**src/rtl/subrange_pkg.sv**
```systemverilog
`timescale 1ns/1ps
package subrange_pkg;

   typedef enum logic [2:0] {
      ST_IDLE     = 3'd0,
      ST_HOLD_P1  = 3'd1,
      ST_SETTLE   = 3'd2,
      ST_P2_LATCH = 3'd3,
      ST_OUTPUT   = 3'd4
   } seq_state_t;

   function automatic int max3(input int a, input int b, input int c);
      int m;
      m = (a > b) ? a : b;
      return (m > c) ? m : c;
   endfunction

endpackage

```
**src/rtl/subrange_cycle_timer.sv**
```systemverilog
`timescale 1ns/1ps
module subrange_cycle_timer #(
   parameter int CNT_W = 8
) (
   input  logic             clk,
   input  logic             rst,
   input  logic             load,
   input  logic [CNT_W-1:0] load_val,
   output logic [CNT_W-1:0] cnt_o,
   output logic             zero_o
);

   logic [CNT_W-1:0] cnt_q;

   always_ff @(posedge clk) begin
      if (rst)
         cnt_q <= '0;
      else if (load)
         cnt_q <= load_val;
      else if (cnt_q != '0)
         cnt_q <= cnt_q - 1'b1;
   end

   assign cnt_o  = cnt_q;
   assign zero_o = (cnt_q == '0);

endmodule

```
**src/rtl/subrange_seq_fsm.sv**
```systemverilog
`timescale 1ns/1ps
module subrange_seq_fsm
   import subrange_pkg::*;
#(
   parameter int P1_CYC     = 10,
   parameter int SETTLE_CYC = 110,
   parameter int XFER_CYC   = 6,
   parameter int CNT_W      = 8
) (
   input  logic             clk,
   input  logic             rst,
   input  logic             trig_i,
   input  logic             tmr_zero,
   output logic             tmr_load,
   output logic [CNT_W-1:0] tmr_val,
   output logic             hold_o,
   output logic             coarse_stb_o,
   output logic             fine_stb_o,
   output logic             xfer_o
);

   seq_state_t state_q, state_d;
   logic       trig_q;
   logic       trig_edge;

   // Trigger history starts high so a level present at reset is not an edge
   always_ff @(posedge clk) begin
      if (rst)
         trig_q <= 1'b1;
      else
         trig_q <= trig_i;
   end

   assign trig_edge = trig_i & ~trig_q;

   always_comb begin
      state_d  = state_q;
      tmr_load = 1'b0;
      tmr_val  = '0;
      unique case (state_q)
         ST_IDLE: begin
            if (trig_edge) begin
               state_d  = ST_HOLD_P1;
               tmr_load = 1'b1;
               tmr_val  = CNT_W'(P1_CYC - 1);
            end
         end
         ST_HOLD_P1: begin
            if (tmr_zero) begin
               state_d  = ST_SETTLE;
               tmr_load = 1'b1;
               tmr_val  = CNT_W'(SETTLE_CYC - 1);
            end
         end
         ST_SETTLE: begin
            if (tmr_zero)
               state_d = ST_P2_LATCH;
         end
         ST_P2_LATCH: begin
            state_d  = ST_OUTPUT;
            tmr_load = 1'b1;
            tmr_val  = CNT_W'(XFER_CYC - 1);
         end
         ST_OUTPUT: begin
            if (tmr_zero)
               state_d = ST_IDLE;
         end
         default: state_d = ST_IDLE;
      endcase
   end

   always_ff @(posedge clk) begin
      if (rst)
         state_q <= ST_IDLE;
      else
         state_q <= state_d;
   end

   assign hold_o       = (state_q == ST_HOLD_P1) || (state_q == ST_SETTLE) ||
                         (state_q == ST_P2_LATCH);
   assign coarse_stb_o = (state_q == ST_HOLD_P1) && tmr_zero;
   assign fine_stb_o   = (state_q == ST_P2_LATCH);
   assign xfer_o       = (state_q == ST_OUTPUT);

   // an edge seen while idle starts the first pass
   a_r2_start: assert property (@(posedge clk) disable iff (rst)
      (state_q == ST_IDLE && trig_edge) |=> (state_q == ST_HOLD_P1));

   // a trigger during settling does not disturb the routine
   a_r9_lockout: assert property (@(posedge clk) disable iff (rst)
      (state_q == ST_SETTLE && trig_edge) |=>
         (state_q == ST_SETTLE || state_q == ST_P2_LATCH));

endmodule

```
**src/rtl/subrange_word_assembler.sv**
```systemverilog
`timescale 1ns/1ps
module subrange_word_assembler #(
   parameter int FLASH_W   = 9,
   parameter int OUT_W     = 16,
   parameter bit TWOS_COMP = 1'b0
) (
   input  logic               clk,
   input  logic               rst,
   input  logic               coarse_stb,
   input  logic               fine_stb,
   input  logic [FLASH_W-1:0] flash_i,
   output logic [FLASH_W-1:0] dac_code_o,
   output logic               dac_load_o,
   output logic [OUT_W-1:0]   data_o,
   output logic               range_err_o
);

   localparam int          SHIFT    = OUT_W - FLASH_W;
   localparam int          OVERLAP  = FLASH_W - SHIFT;
   localparam int          FINE_OFS = ((1 << FLASH_W) - (1 << SHIFT)) / 2;
   localparam int          SUM_W    = OUT_W + 2;
   localparam logic [OUT_W-1:0] TOP_CODE = '1;

   generate
      if (SHIFT < 1)
         $error("subrange_word_assembler: OUT_W must exceed FLASH_W");
      if (OVERLAP < 1)
         $error("subrange_word_assembler: passes need at least one bit of overlap");
   endgenerate

   logic [FLASH_W-1:0] coarse_q;
   logic               dac_load_q;
   logic [OUT_W-1:0]   word_q;
   logic               err_q;
   logic [SUM_W-1:0]   c_ext, f_ext, raw;
   logic [OUT_W-1:0]   word_d;
   logic               err_d;

   always_ff @(posedge clk) begin
      if (rst) begin
         coarse_q   <= '0;
         dac_load_q <= 1'b0;
      end else begin
         dac_load_q <= coarse_stb;
         if (coarse_stb)
            coarse_q <= flash_i;
      end
   end

   // Overlap correction: weighted coarse plus fine minus the mid-range offset
   always_comb begin
      c_ext = SUM_W'(coarse_q) << SHIFT;
      f_ext = SUM_W'(flash_i);
      raw   = c_ext + f_ext - SUM_W'(FINE_OFS);
      if (raw[SUM_W-1]) begin
         word_d = '0;
         err_d  = 1'b1;
      end else if (raw[SUM_W-2:OUT_W] != '0) begin
         word_d = TOP_CODE;
         err_d  = 1'b1;
      end else begin
         word_d = raw[OUT_W-1:0];
         err_d  = 1'b0;
      end
   end

   always_ff @(posedge clk) begin
      if (rst) begin
         word_q <= '0;
         err_q  <= 1'b0;
      end else if (fine_stb) begin
         word_q <= word_d;
         err_q  <= err_d;
      end
   end

   generate
      if (TWOS_COMP) begin : g_twos
         assign data_o = {~word_q[OUT_W-1], word_q[OUT_W-2:0]};
      end else begin : g_binary
         assign data_o = word_q;
      end
   endgenerate

   assign dac_code_o  = coarse_q;
   assign dac_load_o  = dac_load_q;
   assign range_err_o = err_q;

   // a raised range flag means the word sits at one end of the scale
   a_r7_err_clamped: assert property (@(posedge clk) disable iff (rst)
      range_err_o |-> (word_q == '0 || word_q == TOP_CODE));

   // the DAC is loaded with the code present at the coarse strobe
   a_r3_dac_code: assert property (@(posedge clk) disable iff (rst)
      dac_load_o |-> (dac_code_o == $past(flash_i)));

endmodule

```
**src/rtl/subrange_conv_seq.sv**
```systemverilog
`timescale 1ns/1ps
module subrange_conv_seq
   import subrange_pkg::*;
#(
   parameter int FLASH_W         = 9,
   parameter int OUT_W           = 16,
   parameter bit FAST_GRADE      = 1'b1,
   parameter int P1_CYC          = 10,
   parameter int SETTLE_FAST_CYC = 110,
   parameter int SETTLE_SLOW_CYC = 230,
   parameter int XFER_CYC        = 6,
   parameter bit TWOS_COMP       = 1'b0
) (
   input  logic               clk,
   input  logic               rst,
   input  logic               trig_i,
   input  logic [FLASH_W-1:0] flash_i,
   output logic               sh_hold_o,
   output logic               coarse_stb_o,
   output logic               dac_load_o,
   output logic [FLASH_W-1:0] dac_code_o,
   output logic               fine_stb_o,
   output logic               xfer_o,
   output logic [OUT_W-1:0]   data_o,
   output logic               range_err_o
);

   localparam int SETTLE_CYC = FAST_GRADE ? SETTLE_FAST_CYC : SETTLE_SLOW_CYC;
   localparam int MAX_CYC    = max3(P1_CYC, SETTLE_CYC, XFER_CYC);
   localparam int CNT_W      = $clog2(MAX_CYC + 1);

   generate
      if (P1_CYC < 1 || SETTLE_CYC < 1 || XFER_CYC < 1)
         $error("subrange_conv_seq: every interval needs at least one cycle");
   endgenerate

   logic             tmr_load, tmr_zero;
   logic [CNT_W-1:0] tmr_val, tmr_cnt;

   subrange_cycle_timer #(.CNT_W(CNT_W)) u_timer (
      .clk      (clk),
      .rst      (rst),
      .load     (tmr_load),
      .load_val (tmr_val),
      .cnt_o    (tmr_cnt),
      .zero_o   (tmr_zero)
   );

   subrange_seq_fsm #(
      .P1_CYC     (P1_CYC),
      .SETTLE_CYC (SETTLE_CYC),
      .XFER_CYC   (XFER_CYC),
      .CNT_W      (CNT_W)
   ) u_fsm (
      .clk          (clk),
      .rst          (rst),
      .trig_i       (trig_i),
      .tmr_zero     (tmr_zero),
      .tmr_load     (tmr_load),
      .tmr_val      (tmr_val),
      .hold_o       (sh_hold_o),
      .coarse_stb_o (coarse_stb_o),
      .fine_stb_o   (fine_stb_o),
      .xfer_o       (xfer_o)
   );

   subrange_word_assembler #(
      .FLASH_W   (FLASH_W),
      .OUT_W     (OUT_W),
      .TWOS_COMP (TWOS_COMP)
   ) u_asm (
      .clk         (clk),
      .rst         (rst),
      .coarse_stb  (coarse_stb_o),
      .fine_stb    (fine_stb_o),
      .flash_i     (flash_i),
      .dac_code_o  (dac_code_o),
      .dac_load_o  (dac_load_o),
      .data_o      (data_o),
      .range_err_o (range_err_o)
   );

   // the published word moves only together with the transfer rise
   a_r6_data_holds: assert property (@(posedge clk) disable iff (rst)
      !$rose(xfer_o) |-> $stable(data_o));

   // the fine capture hands the sample-and-hold back and starts the transfer
   a_r5_sample_after_fine: assert property (@(posedge clk) disable iff (rst)
      fine_stb_o |=> (!sh_hold_o && xfer_o));

   // the coarse strobe is a single-cycle pulse inside a hold period
   a_r3_single_coarse: assert property (@(posedge clk) disable iff (rst)
      coarse_stb_o |-> (sh_hold_o ##1 !coarse_stb_o));

   // the transfer pulse never overlaps hold
   a_r8_xfer_not_hold: assert property (@(posedge clk) disable iff (rst)
      !(xfer_o && sh_hold_o));

endmodule

```
**config.mk**
```make
export PLATFORM = sky130hd
export DESIGN_NAME = subrange_conv_seq
export DESIGN_NICKNAME = d
export VERILOG_FILES = /design/src/rtl/subrange_pkg.sv /design/src/rtl/subrange_cycle_timer.sv /design/src/rtl/subrange_seq_fsm.sv /design/src/rtl/subrange_word_assembler.sv /design/src/rtl/subrange_conv_seq.sv
export SDC_FILE = /design/constraint.sdc
export NUM_CORES = 1
export LEC_CHECK = 0
export ABC_CLOCK_PERIOD_IN_PS = 4200
export CORE_MARGIN = 2
export CORE_UTILIZATION = 27
export CTS_CLUSTER_DIAMETER = 200
export DETAILED_ROUTE_END_ITERATION = 8
export DONT_BUFFER_PORTS = 1
export GPL_ROUTABILITY_DRIVEN = 0
export SLEW_MARGIN = 20
export SYNTH_ARGS = -nofsm -noshare
export SYNTH_HDL_FRONTEND = slang
export SYNTH_HIERARCHICAL = 1
export SYNTH_SLANG_ARGS = --single-unit
```
**constraint.sdc**
```tcl
create_clock -name clk -period 4.2 [get_ports clk]
set_input_delay 0.63 -clock clk [delete_from_list [all_inputs] [get_ports clk]]
set_output_delay 0.63 -clock clk [all_outputs]
set_load 0.02 [all_outputs]
```
**Word-level counts from Yosys, hierarchy flattened**

Index checks and enable logic that the tools add are counted.

- Bits of input ports: 12
- Word-level logic and storage cells: 45
- Bits in registers: 38

- Reduce and logical (&&, ||, !) cells: 8
- Equality and inequality tests: 8
- Muxes and demuxes: 17
- Bitwise gates (word level): 2
- Add/subtract/negate cells: 3

Operators with widths:

| operator | number |
|---|---|
| 16-bit two-way mux | 2 |
| 7-bit two-way mux | 3 |
| 7-bit case mux with 3 select lines | 1 |
| 18-bit by 8-bit subtractor with 18-bit output (second input constant) | 1 |
| 16-bit by 9-bit adder with 17-bit output | 1 |
| 3-bit case mux with 5 select lines | 1 |
| 3-bit two-way mux | 4 |
| 2-bit by 1-bit != test with 1-bit output (second input constant) | 4 |
| 7-bit zero test | 1 |
| 7-bit nonzero test | 1 |
| 7-bit by 1-bit subtractor with 7-bit output (second input constant) | 1 |
| 3-bit by 2-bit == test with 1-bit output (second input constant) | 2 |
| 1-bit two-way mux | 4 |
| 4-bit two-way mux | 1 |
| 4-bit AND reduction | 1 |
| 3-bit by 1-bit == test with 1-bit output (second input constant) | 1 |
| 3-bit == test (second input constant) | 1 |
| 3-bit zero test | 1 |
| 1-bit case mux with 3 select lines | 1 |
| 1-bit logical OR | 2 |
| 2-bit nonzero test | 1 |
| 1-bit bitwise AND | 1 |
| 1-bit logical AND | 1 |
| 1-bit NOT | 1 |

**Depth between registers and ports, before layout**

Gate-level depths: netlist (run 1).

- Depth in word-level cells: 5
- Mapped depth: 12

**Hierarchy**

Netlist (run 1), hierarchy kept.

By module, submodules not included:

| module | area each (um^2) | cells each | seq. area each (um^2) | times used |
|---|---|---|---|---|
| subrange_word_assembler | 1,473.9 | 174 | 540.5 | 1 |
| subrange_cycle_timer | 399.1 | 47 | 140.1 | 1 |
| subrange_seq_fsm | 297.8 | 36 | 80.1 | 1 |

**Least setup slack after synthesis (run 1)**

Ideal clock, no wire load.

- Kind: input -> register
- Start point: in flash_i[7]
- End point: reg u_asm.word_q[12] (netlist: u_asm/data_o[12])
- Stages: 10
- Buffers on the path: 1
- Library setup time: 0.120 ns
- Data required time: 4.080 ns
- Data arrival time: 2.678 ns
- Setup slack: 1.402 ns
- Cell sequence: ha_1 > ha_1 > fa_1 > a21o_1 > a221oi_2 > nor2b_1 > o21ai_2 > or2_1 > clkbuf_2 > o21ai_1

- Cells in the longest elaborated chain, start to end: 4

Ends and longest elaborated chain:

| element | RTL line | RTL |
|---|---|---|
| from (decl) | subrange_conv_seq.sv:17 | `input logic [FLASH_W-1:0] flash_i,` |
| 16-bit by 9-bit adder with 17-bit output * | subrange_word_assembler.sv:54 | `raw = c_ext + f_ext - SUM_W'(FINE_OFS);` |
| 18-bit by 8-bit subtractor with 18-bit output * | subrange_word_assembler.sv:54 |  |
| 16-bit two-way mux | subrange_word_assembler.sv:58 | `end else if (raw[SUM_W-2:OUT_W] != '0) begin` |
| 16-bit two-way mux * | subrange_word_assembler.sv:55 | `if (raw[SUM_W-1]) begin` |
| to (signal assigned) | subrange_word_assembler.sv:72 | `word_q <= word_d;` |
| to (decl) | subrange_word_assembler.sv:33 | `logic [OUT_W-1:0] word_q;` |

Mark *: on every way between the ends. The rest lies on a longest branch, timed or not.
A chain may end at the register's enable or synchronous reset.

**Worst setup path in the final report (run 1)**

- Start point: reg u_asm.coarse_q[0] (netlist: u_asm/dac_code_o[0])
- End point: reg u_asm.word_q[15] (netlist: u_asm/data_o[15])

- Cells in the longest elaborated chain, start to end: 4

Ends and longest elaborated chain:

| element | RTL line | RTL |
|---|---|---|
| from (decl) | subrange_word_assembler.sv:31 | `logic [FLASH_W-1:0] coarse_q;` |
| from (signal assigned) | subrange_word_assembler.sv:46 | `coarse_q <= flash_i;` |
| 16-bit by 9-bit adder with 17-bit output * | subrange_word_assembler.sv:54 |  |
| 18-bit by 8-bit subtractor with 18-bit output * | subrange_word_assembler.sv:54 |  |
| 16-bit two-way mux | subrange_word_assembler.sv:58 |  |
| 16-bit two-way mux * | subrange_word_assembler.sv:55 |  |

Marked as above.

==> results of run 1 <==
-- power by group --
part | switching [W] | leakage [nW] | internal (W)
Clock | 0.000136 | 0.0579 | 0.000175
Combinational | 0.000261 | 0.512 | 0.000215
Sequential | 0.0000453 | 0.308 | 0.000395
Total | 0.000442 | 0.878 | 0.000785
-- kinds of logic (layout without fill, tap and decap cells) --
logic type,count (synthesis),after routing,share of synthesized area
and+or+nand+nor,76,76,0.173
AOI/OAI and AO/OA,68,68,0.197
DFF,38,38,0.350
buffers and inverters,36,28,0.0865
adders and majority gates,16,16,0.0957
xor gates and xnor gates,12,12,0.0484
muxes,10,10,0.0467
other,1,2,0.00173
-- flip-flops by register name (all words and copies together) (netlist names) --
signal / count
u_timer/cnt_o: 7
u_asm/data_o: 16
u_asm/range_err_o: 1
u_asm/dac_code_o: 9
u_fsm/state_q: 3
u_fsm/trig_q: 1
u_asm/dac_load_o: 1
-- cells in the mapped netlist (3+ instances only) --
cell       n
dfxtp_1   38
nand2_1   28
a21oi_1   25
nor2_1    20
inv_1     17
ha_1      15
o21ai_1   11
mux2i_1    9
xnor2_1    8
a221oi_1   5
buf_4      5
clkbuf_1   5
o21ai_0    5
a21o_1     4
buf_6      4
nor3_1     4
o22ai_1    4
or3_1      4
xor2_1     4
nor2b_1    3
or2_2      3
-- metal layers --
| layer | global-route usage | vias to the layer above | part of all wire | routed length [um] |
|---|---|---|---|---|
| li1 | - | 862 | - | - |
| met1 | 0.153 | 784 | 0.46 | 2280 |
| met2 | 0.198 | 51 | 0.46 | 2290 |
| met3 | 0.0377 | 6 | 0.065 | 323 |
| met4 | 0.0302 | 0 | 0.012 | 57 |
| met5 | 0 | - | 0 | 0 |
-- cell usage in the layout (no fill, tap or decap), types with 3 or more instances in the layout --
| master | n |
|---|---|
| a21o_1 | 4 |
| a21oi_1 | 25 |
| a221oi_1 | 5 |
| clkbuf_8 | 5 |
| dfxtp_1 | 38 |
| ha_1 | 15 |
| inv_1 | 17 |
| mux2i_1 | 9 |
| nand2_1 | 28 |
| nor2_1 | 20 |
| nor2b_1 | 3 |
| nor3_1 | 3 |
| o21ai_0 | 5 |
| o21ai_1 | 11 |
| o22ai_1 | 4 |
| or2_2 | 3 |
| or3_1 | 4 |
| xnor2_1 | 8 |
| xor2_1 | 4 |
-- metrics by stage --
| stage | hold WS (ns) | cell area [um^2] | setup slack [ns] |
|---|---|---|---|
| after floorplan | 0.505 | 2170 | 1.40 |
| after global placement | 0.532 | 2200 | 1.17 |
| after detailed placement | 0.535 | 2200 | 1.09 |
| after CTS | 0.396 | 2310 | 1.21 |
| after global routing | 0.390 | 2310 | 0.977 |
| final | 0.408 | 2310 | 1.22 |
-- how the worst min path moves through the flow --
stage                            start                   to  slack [ns]  cells after the start
after CTS                          rst  u_asm/dac_code_o[2]        0.40                      1
after floorplan           u_fsm/trig_q     u_fsm/state_q[0]        0.51                      2
final                              rst     u_fsm/state_q[2]        0.41                      1
after global placement    u_fsm/trig_q     u_fsm/state_q[0]        0.53                      2
after detailed placement  u_fsm/trig_q     u_fsm/state_q[0]        0.54                      2
after global routing               rst  u_asm/dac_code_o[6]        0.39                      1
-- area by class of cell --
type | instances | area (um^2)
sequential | 38 | 761
tap | 102 | 128
clock buffer | 5 | 68.8
multi-input combinational | 184 | 1230
inverter | 18 | 67.6
fill | 860 | 5460
timing repair buffer | 2 | 15.0
clock inverter | 3 | 40.0
==> impl_metrics.ini, run 1 <==
[die]
num_rows = 32
die_y_um = 93.7
dieWidth_um = 93.7
placeableCoreArea_um2 = 7770
start_util = 0.279
ios = 43
die_area_um2 = 8770

[logic_synthesis]
synth_edf_count = 0
ys_seq_area_frac = 0.350
ys_seq_elements = 38
synth_cell_types = 52
avgSynthCellArea_um2 = 8.45
yosysTopAreaCell = dfxtp_1
synth_top_flop_cell = dfxtp_1
netlist_instances = 257
synth_async_sr_flop_share = 0
synth_top_area_frac = 0.350
synth_area_leaders = dfxtp_1, ha_1, a21oi_1
yosys_warnings = 6
syn_area_um2 = 2170

[critical_path]
rr_startpoint = u_asm/dac_code_o[0]
path_class = reg -> reg
critPathBufInv = 0
cpMostUsedCell = ha_1
worstSetupStartpoint = u_asm/dac_code_o[0]
crit_chain = ha_1 > ha_1 > fa_1 > a21o_1 > a221oi_2 > nor2b_1 > o21ai_2 > or2_1 > o21ai_0
rrSetupSlack_ns = 1.22
cp.depth = 9
start_kind = flip-flop
required_ns = 4.37
crit_path_end = u_asm/data_o[15]
crit_fanout = 12
crit_slowest_cell = dfxtp_1
cpPeakStageDelay_ns = 0.49
reg2reg_to = u_asm/data_o[15]
cp.arrival_ns = 3.15
ff2ff_path_depth = 9
crit_family = compound AO/OA/AOI/OAI gates
cp-end-kind = flip-flop

[timing]
finalSetupViolCount = 0
fin_setup_tns_ns = 0
finalClockSkew_ns = 0.0105
hold_viol_final = 0
max_freq_mhz = 336
worstMarginPinSlew_ns = 0.803
rsz0062_at_grt = no
min_period_over_period = 0.709
period_minus_slack_ns = 2.98
slew_headroom = 0.465
slew_viol_final = 0

[final_layout]
fin_nets = 277
syn2layout_area_growth_pct = 6.46
drive_gt1_frac = 0.0840
antennaDiodeCount = 0
final_cells = 352
finish.utilization = 0.298

[outcome]
status = finished clean

[drt]
antenna_left = 0
drt_iter0_drc = 82
drc = 0
viasPerCell = 4.84
wire_per_inst_um = 14.1
via_count = 1703
wl_mm = 4.95
dr.pass1.iters = 4

[clock_network]
cts_sinks = 38
path_clk_slew_ns = 0.08
root_buffer = clkbuf_8
postCtsSetupBuffers = 0
tritoncts = yes
worstSkewPairLatency_ns = 0.29
postCtsHoldBufs = 0
numCtsBuffers = 5
clk_path_buf_depth = 2
cts-resized-gates = 0
cts_htree_levels = 2

[global_route]
grt_overflow = 0
antenna_found_initial = 0
grt_max_degree = 30
track_usage = 0.120
grt_pass1_wl_mm = 8.33
grt_pass1_vias = 1713

[power_and_ir_drop]
leakagePower_nw = 0.878
peakVddDrop_mv = 0.194
finalPower_w = 0.00123
p_per_area_nw_per_um2 = 531

[placement]
dpl.hpwl_mm = 3.72
dp_cells = 344
portBuffers = 0

[hold_path]
hold_class = in -> reg

[flow_run]
max_cap_violations = 0
Power figures use the tool's default switching activity.
==> run 2: changes to the inputs <==
--- a/config.mk
+++ b/config.mk
@@ -5,7 +5,8 @@
 export SDC_FILE = /design/constraint.sdc
 export NUM_CORES = 1
 export LEC_CHECK = 0
-export ABC_CLOCK_PERIOD_IN_PS = 4200
+export ABC_AREA = 1
+export ABC_CLOCK_PERIOD_IN_PS = 2780
 export CORE_MARGIN = 2
 export CORE_UTILIZATION = 27
 export CTS_CLUSTER_DIAMETER = 200
==> constraint.sdc (replaced) <==
create_clock -name clk -period 2.78 [get_ports clk]
set_input_delay 0.417 -clock clk [delete_from_list [all_inputs] [get_ports clk]]
set_output_delay 0.417 -clock clk [all_outputs]
set_load 0.02 [all_outputs]
==> run 2 against run 1 <==
  * Total power grew to 2.7 times the previous value
  * First-iteration DRC count grew 6.1%
  * Critical path type is now reg -> out
  * Worst setup slack lost 0.69 ns
  * Highest routed layer unchanged
==> impl_metrics.ini, run 2 <==
[outcome]
status = finished clean

[clock_network]
worstSkewPairLatency_ns = 0.30
numCtsBuffers = 5
path_clk_slew_ns = 0.08
postCtsHoldBufs = 0
cts_sinks = 38
cts_htree_levels = 2
tritoncts = yes
cts-resized-gates = 0
clk_path_buf_depth = 2
root_buffer = clkbuf_8
postCtsSetupBuffers = 0

[placement]
pre_cts_slack_ns = 0.442
portBuffers = 0
dpl.hpwl_mm = 4.69

[critical_path]
crit_path_end = coarse_stb_o
ff2ff_path_depth = 13
reg2reg_to = u_asm/data_o[1]
rr_startpoint = u_asm/dac_code_o[0]
cp-end-kind = primary output
start_kind = flip-flop
crit_fanout = 16
required_ns = 2.36
cp.arrival_ns = 1.83
rrSetupSlack_ns = 0.54
path_class = reg -> out
worstSetupStartpoint = u_timer/cnt_o[0]

[timing]
min_period_over_period = 0.807
finalClockSkew_ns = 0.00676
finalSetupViolCount = 0
slew_viol_final = 0
hold_viol_final = 0
fin_ws_ns = 0.535
fin_setup_tns_ns = 0
max_freq_mhz = 446
rsz0062_at_grt = no
slew_headroom = 0.627
period_minus_slack_ns = 2.24
worstMarginPinSlew_ns = 0.559

[drt]
viasPerCell = 4.38
wl_mm = 6.18
wire_per_inst_um = 12.8
via_count = 2122
drc = 0
drt_iter0_drc = 87
antenna_left = 0
dr.pass1.iters = 4

[logic_synthesis]
synth_top_flop_cell = dfxtp_1
synth_area_leaders = dfxtp_1, nand2_1, ha_1
syn_area_um2 = 2600
synth_cell_types = 37
synth_async_sr_flop_share = 0
ys_seq_elements = 38
netlist_instances = 351
yosys_warnings = 6
yosysTopAreaCell = dfxtp_1
synth_commonest_cells = nand2_1, inv_1, dfxtp_1
ys_seq_area_frac = 0.293
yosysMostFrequentCell = nand2_1
synth_top_area_frac = 0.293
synth_edf_count = 0
avgSynthCellArea_um2 = 7.40

[final_layout]
final_cell_mix = nand2_1, inv_1, dfxtp_1
largest_reg_flops = 16
antennaDiodeCount = 0
multi_input_area_um2 = 1530
finish.utilization = 0.306
drive_gt1_frac = 0.208
fin_nets = 382
fillers = 1044
syn2layout_area_growth_pct = 9.49
regArea_um2 = 761
layout_commonest_cell = nand2_1

[die]
start_util = 0.280
placeableCoreArea_um2 = 9280
num_rows = 35
die_area_um2 = 10400
die_y_um = 102
dieWidth_um = 102
ios = 43

[global_route]
use_met2 = 0.207
antenna_found_initial = 0
busiest_layer = met2
track_usage = 0.127
grt_pass1_vias = 2100
grt_pass1_wl_mm = 10.2
grt_max_degree = 29
grt.met1_usage = 0.162
grt_use_met3 = 0.0390
grt_overflow = 0

[hold_path]
hold_path.startpoint = rst
hold_class = in -> reg

[power_and_ir_drop]
p_per_area_nw_per_um2 = 1150
finalPower_w = 0.00328
leakagePower_nw = 1.24
peakVddDrop_mv = 0.372

[flow_run]
max_cap_violations = 0
## run 2: logic make-up after synthesis
logic type / share of synthesized area
other: 0.00144
AO/OA/AOI/OAI: 0.121
XOR/XNOR: 0.0260
AND/OR/NAND/NOR: 0.358
buffers and inverters: 0.120
adder cells (fa/ha/maj): 0.0800
flip-flops: 0.293
## run 2: worst max-delay path, stage by stage, from the launching register on
cell     delay [ns]
dfxtp_1        0.33
inv_1          0.15
ha_1           0.30
nand2_8        0.09
nor2_8         0.14
inv_1          0.11
nor2_1         0.15
buf_4          0.26
## run 2: per-layer routing
metal | routed length, um | vias to the layer above | share of wire
li1 | - | 1109 | -
met1 | 2800 | 965 | 0.45
met2 | 2800 | 41 | 0.45
met3 | 496 | 7 | 0.080
met4 | 76 | 0 | 0.012
met5 | 0 | - | 0
## run 2: worst min-delay path by stage
| stage | to | slack [ns] | depth (start not counted) |
|---|---|---|---|
| CTS | u_asm/data_o[13] | 0.16 | 1 |
| finish | u_timer/cnt_o[3] | 0.18 | 1 |
| detailed placement | u_timer/cnt_o[0] | 0.46 | 2 |
| floorplan | u_timer/cnt_o[0] | 0.45 | 2 |
| global placement | u_timer/cnt_o[0] | 0.46 | 2 |
| global route | u_timer/cnt_o[3] | 0.15 | 1 |
## run 2: layout make-up
type / count / area share
sequential: 38 / 0.268
clock inverter: 3 / 0.0242
multi-input combinational: 249 / 0.537
clock buffer: 5 / 0.0242
tap: 129 / 0.0568
inverter: 53 / 0.0717
timing repair buffer: 7 / 0.0185
## run 2: power breakdown
group	internal [W]	switching (W)	total (W)
Sequential	0.000633	0.000115	0.000747
Combinational	0.000704	0.00124	0.00195
Clock	0.000360	0.000220	0.000579
Total	0.00170	0.00158	0.00328
## run 2: stage by stage
| step | cell area (um^2) | cells | hold slack (ns) |
|---|---|---|---|
| floorplan | 2600 | 352 | 0.448 |
| global placement | 2710 | 476 | 0.462 |
| detailed placement | 2710 | 476 | 0.461 |
| CTS | 2840 | 484 | 0.161 |
| global route | 2840 | 484 | 0.155 |
| finish | 2840 | 484 | 0.177 |
==> run 3: changes to the inputs <==
--- a/config.mk
+++ b/config.mk
@@ -6,7 +6,7 @@
 export NUM_CORES = 1
 export LEC_CHECK = 0
 export ABC_AREA = 1
-export ABC_CLOCK_PERIOD_IN_PS = 2780
+export ABC_CLOCK_PERIOD_IN_PS = 2100
 export CORE_MARGIN = 2
 export CORE_UTILIZATION = 27
 export CTS_CLUSTER_DIAMETER = 200
==> constraint.sdc (replaced) <==
create_clock -name clk -period 2.1 [get_ports clk]
set_input_delay 0.315 -clock clk [delete_from_list [all_inputs] [get_ports clk]]
set_output_delay 0.315 -clock clk [all_outputs]
set_load 0.02 [all_outputs]
==> run 3 against run 2 <==
  * Clock power grew 35%
  * Final cell count up 3.1%
  * Wire length grew 10%
  * Worst setup slack lost 0.47 ns
==> impl_metrics.ini, run 3 (synthesis gave the netlist of run 2 again) <==
[timing]
worstMarginPinSlew_ns = 0.526
min_period_over_period = 0.969
fin_ws_ns = 0.0646
max_freq_mhz = 491
slew_headroom = 0.649
period_minus_slack_ns = 2.04
finalSetupViolCount = 0
hold_viol_final = 0
finalClockSkew_ns = 0.0117
slew_viol_final = 0

[hold_path]
hold_class = in -> reg
holdPathStages = 1
hold_end = u_timer/cnt_o[5]
hold_path.startpoint = rst

[critical_path]
start_kind = flip-flop
path_class = reg -> reg
ff2ff_path_depth = 13
cp.arrival_ns = 2.23
required_ns = 2.29
rrSetupSlack_ns = 0.06
crit_fanout = 8
reg2reg_to = u_asm/data_o[6]
cp-end-kind = flip-flop
rr_startpoint = u_asm/dac_code_o[0]

[clock_network]
cts_htree_levels = 2
numCtsBuffers = 5
postCtsHoldBufs = 0
clk_path_buf_depth = 2
path_clk_slew_ns = 0.09
root_buffer = clkbuf_8
tritoncts = yes
cts_sinks = 38
worstSkewPairLatency_ns = 0.30

[power_and_ir_drop]
peakVddDrop_mv = 0.569
p_int_w = 0.00254
p_switching_w = 0.00230
p_per_area_nw_per_um2 = 1570
p_seq_frac = 0.199
clkPwrFrac = 0.161
combPwrFrac = 0.639
leakagePower_nw = 1.33
p_sw_frac = 0.476

[final_layout]
antennaDiodeCount = 0
layout_commonest_cell = nand2_1
fillers = 1015
fin_nets = 397
multi_input_area_um2 = 1620
finish.utilization = 0.332
finalInstanceArea_um2 = 3080
regArea_um2 = 766
syn2layout_area_growth_pct = 18.7
largest_reg_flops = 16
final_cell_mix = nand2_1, inv_1, dfxtp_1
drive_gt1_frac = 0.281

[die]
die_area_um2 = 10400
ios = 43
num_rows = 35
placeableCoreArea_um2 = 9280
dieWidth_um = 102
die_y_um = 102
start_util = 0.280

[drt]
drt_iter0_drc = 92
via_count = 2171
drc = 0
viasPerCell = 4.35
wire_per_inst_um = 13.6
antenna_left = 0
dr.pass1.iters = 4
wl_mm = 6.81

[global_route]
track_usage = 0.136
grt_pass1_wl_mm = 11.0
grt_max_degree = 29
grt_overflow = 0
grt_pass1_vias = 2184
antenna_found_initial = 0

[placement]
portBuffers = 0
placed_area_um2 = 2800
dpl.hpwl_mm = 5.11
pre_cts_slack_ns = -0.0378

[outcome]
status = finished clean

[flow_run]
max_cap_violations = 0
## run 3: layout make-up
class | count | share of cell area
clock inverters | 3 | 0.0223
clock buffers | 5 | 0.0223
repair inverters | 2 | 0.00893
well taps | 129 | 0.0524
flip-flops and latches | 38 | 0.248
repair buffers | 20 | 0.0528
multi-input cells | 249 | 0.524
inverters | 53 | 0.0686
## run 3: through the flow
stage               setup TNS [ns]  power [W]  std cells  hold slack, ns
detailed placement          -0.299    0.00370        486           0.388
global placement                 0    0.00366        486           0.387
CTS                              0    0.00469        497          0.0512
global route               -0.0206    0.00524        499          0.0468
floorplan                        0    0.00328        352           0.377
finish                           0    0.00484        499          0.0679
## run 3: worst max path at each step
stage	end	depth (start not counted)	startpoint
floorplan	u_asm/data_o[10]	14	u_asm/dac_code_o[0]
global route	u_asm/data_o[5]	13	u_asm/dac_code_o[0]
finish	u_asm/data_o[6]	13	u_asm/dac_code_o[0]
global placement	u_asm/data_o[15]	13	flash_i[7]
CTS	u_asm/data_o[3]	13	u_asm/dac_code_o[0]
detailed placement	u_asm/data_o[15]	13	flash_i[7]
## run 3: repair_timing
item / in CTS / in global routing
endpoints found under the hold margin: 0 / 0
gates cloned: 2 / 0
setup endpoints to repair: 17 / 25
gates resized for setup: 7 / 12
pin swaps: 1 / 4
setup buffers: 1 / 2
## run 3: power by group through the flow
stage	clock network, W	logic [W]	registers [W]
after detailed placement	0	0.00272	0.000980
after global routing	0.000834	0.00342	0.000984
after floorplan	0	0.00228	0.00100
after CTS	0.000797	0.00293	0.000965
after global placement	0	0.00268	0.000974
final	0.000781	0.00309	0.000966
## run 3: worst max-delay path: stages, from the launching register on
cell and delay [ns]:
dfxtp_4 0.36, ha_4 0.21, ha_4 0.16, fa_2 0.40, nand2_2 0.07, nand2_2 0.07, nand3_2 0.08, nand2_2 0.07
nand2_2 0.08, nand2_4 0.07, nand2_8 0.13, clkinv_8 0.09, nand2_2 0.08, a21oi_2 0.04
## run 3: per-layer routing
metal	vias up	GRT usage	share of wire
met4	0	0.0472	0.021
met1	983	0.169	0.44
li1	1136	-	-
met2	43	0.226	0.48
met5	-	0	0
met3	9	0.0390	0.064
